--- src/rtl/nest_prio_pkg.sv ---
package nest_prio_pkg;
  localparam int unsigned NPT_LEVELS = 8;
  localparam int unsigned NPT_REG_W  = 32;
endpackage

--- src/rtl/npt_lowest_bit.sv ---
module npt_lowest_bit #(
  parameter int unsigned W = 8
) (
  input  logic [W-1:0] vec,
  output logic [W-1:0] onehot
);
  logic [W:0] seen;
  assign seen[0] = 1'b0;
  for (genvar i = 0; i < W; i++) begin : g_scan
    assign onehot[i]  = vec[i] & ~seen[i];
    assign seen[i+1]  = seen[i] | vec[i];
  end
endmodule

--- src/rtl/npt_therm_mask.sv ---
module npt_therm_mask #(
  parameter int unsigned W = 8
) (
  input  logic [W-1:0] vec,
  output logic [W-1:0] mask
);
  assign mask[0] = vec[0];
  for (genvar i = 1; i < W; i++) begin : g_fill
    assign mask[i] = mask[i-1] | vec[i];
  end
endmodule

--- src/rtl/npt_level_decode.sv ---
module npt_level_decode #(
  parameter int unsigned W  = 8,
  parameter int unsigned PW = 3
) (
  input  logic          en,
  input  logic [PW-1:0] idx,
  output logic [W-1:0]  onehot
);
  for (genvar i = 0; i < W; i++) begin : g_dec
    assign onehot[i] = en && (idx == PW'(i));
  end
endmodule

--- src/rtl/nest_prio_tracker.sv ---
module nest_prio_tracker
  import nest_prio_pkg::*;
#(
  parameter int unsigned LEVELS = NPT_LEVELS,
  parameter int unsigned REG_W  = NPT_REG_W,
  parameter int unsigned PRIO_W = $clog2(LEVELS)
) (
  input  logic              clk,
  input  logic              rst,
  input  logic              wr_en,
  output logic [REG_W-1:0]  rdata,
  input  logic              vec_rd,
  input  logic [PRIO_W-1:0] vec_prio,
  input  logic              nest_en,
  output logic [LEVELS-1:0] blk_mask
);
  localparam int unsigned PAD_W = REG_W - LEVELS;

  logic [LEVELS-1:0] status_q, status_d;
  logic [LEVELS-1:0] retire_bit, enter_bit, mask_d;
  logic              enter_en;

  assign enter_en = vec_rd & nest_en;

  // Most urgent active level: the candidate for retirement.
  npt_lowest_bit #(.W(LEVELS)) u_lowest (
    .vec    (status_q),
    .onehot (retire_bit)
  );

  npt_level_decode #(.W(LEVELS), .PW(PRIO_W)) u_decode (
    .en     (enter_en),
    .idx    (vec_prio),
    .onehot (enter_bit)
  );

  // Clear first, then set: a same-cycle entry survives the retire.
  always_comb begin
    status_d = status_q;
    if (wr_en) status_d = status_d & ~retire_bit;
    status_d = status_d | enter_bit;
  end

  npt_therm_mask #(.W(LEVELS)) u_mask (
    .vec  (status_d),
    .mask (mask_d)
  );

  always_ff @(posedge clk) begin
    if (rst) begin
      status_q <= '0;
      blk_mask <= '0;
    end else begin
      status_q <= status_d;
      blk_mask <= mask_d;
    end
  end

  assign rdata = {{PAD_W{1'b0}}, status_q};
endmodule

--- config.mk ---
export PLATFORM = sky130hd
export DESIGN_NAME = nest_prio_tracker
export DESIGN_NICKNAME = d
export VERILOG_FILES = /design/src/rtl/nest_prio_pkg.sv /design/src/rtl/npt_lowest_bit.sv /design/src/rtl/npt_therm_mask.sv /design/src/rtl/npt_level_decode.sv /design/src/rtl/nest_prio_tracker.sv
export SDC_FILE = /design/constraint.sdc
export NUM_CORES = 1
export LEC_CHECK = 0
export ABC_AREA = 1
export BUFFER_PORTS_ARGS = -buffer_cell sky130_fd_sc_hd__buf_2
export CORE_ASPECT_RATIO = 1.2
export CORE_UTILIZATION = 39
export CTS_CLUSTER_SIZE = 14
export DETAILED_ROUTE_END_ITERATION = 8
export PLACE_DENSITY = 0.69
export SLEW_MARGIN = 20
export SYNTH_ARGS = -nofsm -noshare
export SYNTH_HDL_FRONTEND = slang
export SYNTH_HIERARCHICAL = 1
export SYNTH_SLANG_ARGS = --single-unit
--- constraint.sdc ---
create_clock -name clk -period 1.8 [get_ports clk]
set_clock_uncertainty 0.15 [all_clocks]
set_input_delay 0.54 -clock clk [delete_from_list [all_inputs] [get_ports clk]]
set_output_delay 0.54 -clock clk [all_outputs]
set_load 0.01 [all_outputs]
==> implementation parameters <==
Parameter                              Value

Outcome
  Result of the run ... finished, final reports clean

Worst setup path
  Reg-to-reg startpoint ... status_q[1]
  Crit path launch type ... flop
  Category of the most critical setup path ... reg -> reg
  Launch point of the worst path ... status_q[1]
  Required time at the worst-slack endpoint ... about 1.8 ns
  Worst setup EP type ... flop
  Worst endpoint data arrival time ... between 1.5 and 2 ns
  Largest fanout on the critical path ... 6

Min path
  Class of the tightest hold or removal check ... reg -> reg
  Hold_sp ... status_q[7]

Floorplan
  Die Wd ... about 49 um
  Die outline area ... roughly 2800 um^2
  Vert. Die Dim ... slightly below 60 um
  IO Pins ... 48
  Area inside the core boundary ... 2377 um^2
  Initial Utilization ... 0.4305
  Floorplan row count ... 19

Layout
  Diode count ... 0
  Share of post-route cells with drive strength above 1 ... 0.2486
  Area taken by multi-input logic gates ... about 440 um^2
  Final std cells w/o fill ... about 210
  Fillers ... around 260
  Register area ... between 300 and 400 um^2
  Area growth syn-to-layout ... 7.335%
  Nets ... ~190
  Post-route cell area ... around 1100 um^2

STA
  Worst setup slack after layout ... approximately 0.14 ns
  RSZ-0062 raised after global routing ... false
  Period utilization ... 0.9237
  Final total negative setup slack ... 0 ns
  Final Hold Viols ... 0
  Max Transition Viols Final ... 0
  Clock period minus final worst setup slack ... ~1.7 ns
  Maximum clock frequency ... ~0.60 GHz
  Finish-stage setup viols ... 0

Logic synthesis
  Register bit total from synthesis ... 16
  Number of warnings issued by yosys ... 6
  Count of unique library cells instantiated by Yosys ... 15
  Post-Synthesis Cell Area ... between 1000 and 1500 um^2
  Post-synthesis area per instance ... 6.733 um^2
  Share of the yosys chip area belonging to registers ... 0.3130
  Cell count after synthesis ... approximately 150

Drt
  Drt drc ... 0
  Average vias per placed instance ... approximately 3.9
  Routed Antenna Nets ... 0
  Drt first-iter violations ... 5
  Drt total wl ... approximately 1.5 mm
  First-pass detailed-route iteration total ... 5
  Vias after detailed routing ... ~800
  Final routed wire length divided by cell count ... slightly above 7 um

Flow run
  Maxcap violations ... 0

Clock network
  Number of buffers added by the clock tree synthesis step ... 3
  Clock tree from TritonCTS ... yes
  Clock Root Buffer ... clkbuf_4
  Clock latency of the later-clocked register in the worst-skew pair ... about 0.29 ns
  Post-CTS repair timing setup buffer count ... 0
  Deepest clock path buffer count ... 2
  H-tree depth reported by CTS ... 1
  Number of sinks driven by the clock tree ... 16
  Clock Pin Slew Worst Setup and Hold Paths ... about 0.080 ns

Global routing
  Grt ovf ... 0
  Via count of the first global-routing pass ... ~590
  Pin count of the biggest net entering global routing ... 17
  Met3 GRT Util ... 0.03150
  GR Layer Usage met2 ... 0.1925
  First-pass GRT wire length ... between 2 and 2.5 mm
  Aggregate global-route resource usage ... 0.1053
  Routing usage on met1 ... 0.1099
  Number of antenna violations at the first check in global routing ... 0
  Most used routing layer ... met2

Power and ir drop
  Worst supply voltage drop on vdd ... 0.0002931 V
  Leakage power figure ... roughly 0.61 nW
  Tot Pwr ... 0.0007007 W
  PwrDens ... roughly 640 nW/um^2

Place
  Last weighted congestion value of the routability-driven placer ... about 0.77
  Worst Setup Slack post-DPL ... -0.07322 ns
  Buffers added on ports ... 23
  Placed Cells incl. Taps ... between 200 and 250
  Detail Placement HPWL ... between 1 and 1.5 mm
  Area after detailed placement ... around 1100 um^2
-- flip-flops by register name, indices dropped and copies added, names as in the netlist --
| register | flops |
|---|---|
| status_q | 8 |
| blk_mask | 8 |
-- power breakdown --
group / internal (W) / switching [W] / leakage (nW)
logic: 0.0000482 / 0.0000919 / 0.468
clock network: 0.0000778 / 0.000105 / 0.0138
registers: 0.000371 / 0.00000668 / 0.131
-- cell families after synthesis --
group,synth area share
flops,0.3130
compound gates,0.05012
other cells,0.003664
buf+inv,0.3533
simple gates,0.2799
-- area by class of cell --
type	count	share of cell area
clock buffers	3	0.02050
inverters	33	0.1128
multi-input cells	97	0.3986
flip-flops and latches	16	0.2939
well taps	31	0.03531
repair buffers	28	0.1390
-- what timing repair did --
action	in CTS	in global routing
setup endpoints to repair	0	2
gates resized for setup	0	4
hold buffers	0	0
-- synth_stat cells (all sizes together) --
| master | number | area, um^2 |
|---|---|---|
| nand2 | 34 | 127.6 |
| inv | 33 | 123.9 |
| buf | 29 | 237.7 |
| nor2 | 22 | 97.60 |
| dfxtp | 16 | 320.3 |
| a21oi | 8 | 51.30 |
| nand3 | 3 | 15.01 |
| nor3 | 3 | 15.01 |
| nand4 | 2 | 25.02 |
| conb | 1 | 3.750 |
| nor4 | 1 | 6.260 |
-- routing by layer --
metal / up-vias / routed length, um
met5: - / 0
met4: 0 / 17
met3: 2 / 125
met2: 34 / 745
met1: 328 / 623
li1: 439 / -
-- through the flow --
stage               utilization  hold slack [ns]
finish                   0.4621           0.3713
global route             0.4621           0.3984
CTS                      0.4568           0.3794
detailed placement       0.4474           0.3648
global placement         0.4474           0.3615
floorplan                     -           0.3643
-- cells in the final DEF, fill, tap and decap left out --
| cell type | synthesis | routed |
|---|---|---|
| nand2_1 | 34 | 34 |
| buf_2 | 0 | 23 |
| a21oi_1 | 5 | 5 |
| nor2_2 | 6 | 4 |
| conb_1 | 1 | 24 |
| nor2_4 | 0 | 2 |
| nor4_1 | 1 | 1 |
| clkbuf_4 | 0 | 3 |
| inv_1 | 33 | 33 |
| dfxtp_2 | 0 | 2 |
| buf_4 | 26 | 5 |
| a21oi_2 | 3 | 3 |
| nand3_1 | 3 | 3 |
| dfxtp_1 | 16 | 14 |
| nor2_1 | 16 | 16 |
| nand4_2 | 2 | 2 |
| nor3_1 | 3 | 3 |
-- worst paths after layout --
check / endpoint / slack, ns / cells past startpoint
hold reg to reg: status_q[7] / 0.37 / 2
setup / recovery: blk_mask[7] / 0.14 / 10
hold / removal: status_q[7] / 0.37 / 2
setup reg to reg: blk_mask[7] / 0.14 / 10
-- critical path: stages (launching register included) --
cell     delay, ns
dfxtp_2       0.36
nor4_1        0.29
nand2_1       0.08
nand2_1       0.09
nand2_1       0.06
inv_1         0.08
nand4_2       0.14
nor2_4        0.12
nand3_1       0.07
inv_1         0.07
nor2_2        0.03
Note: power is estimated with default switching activity, not from simulation.
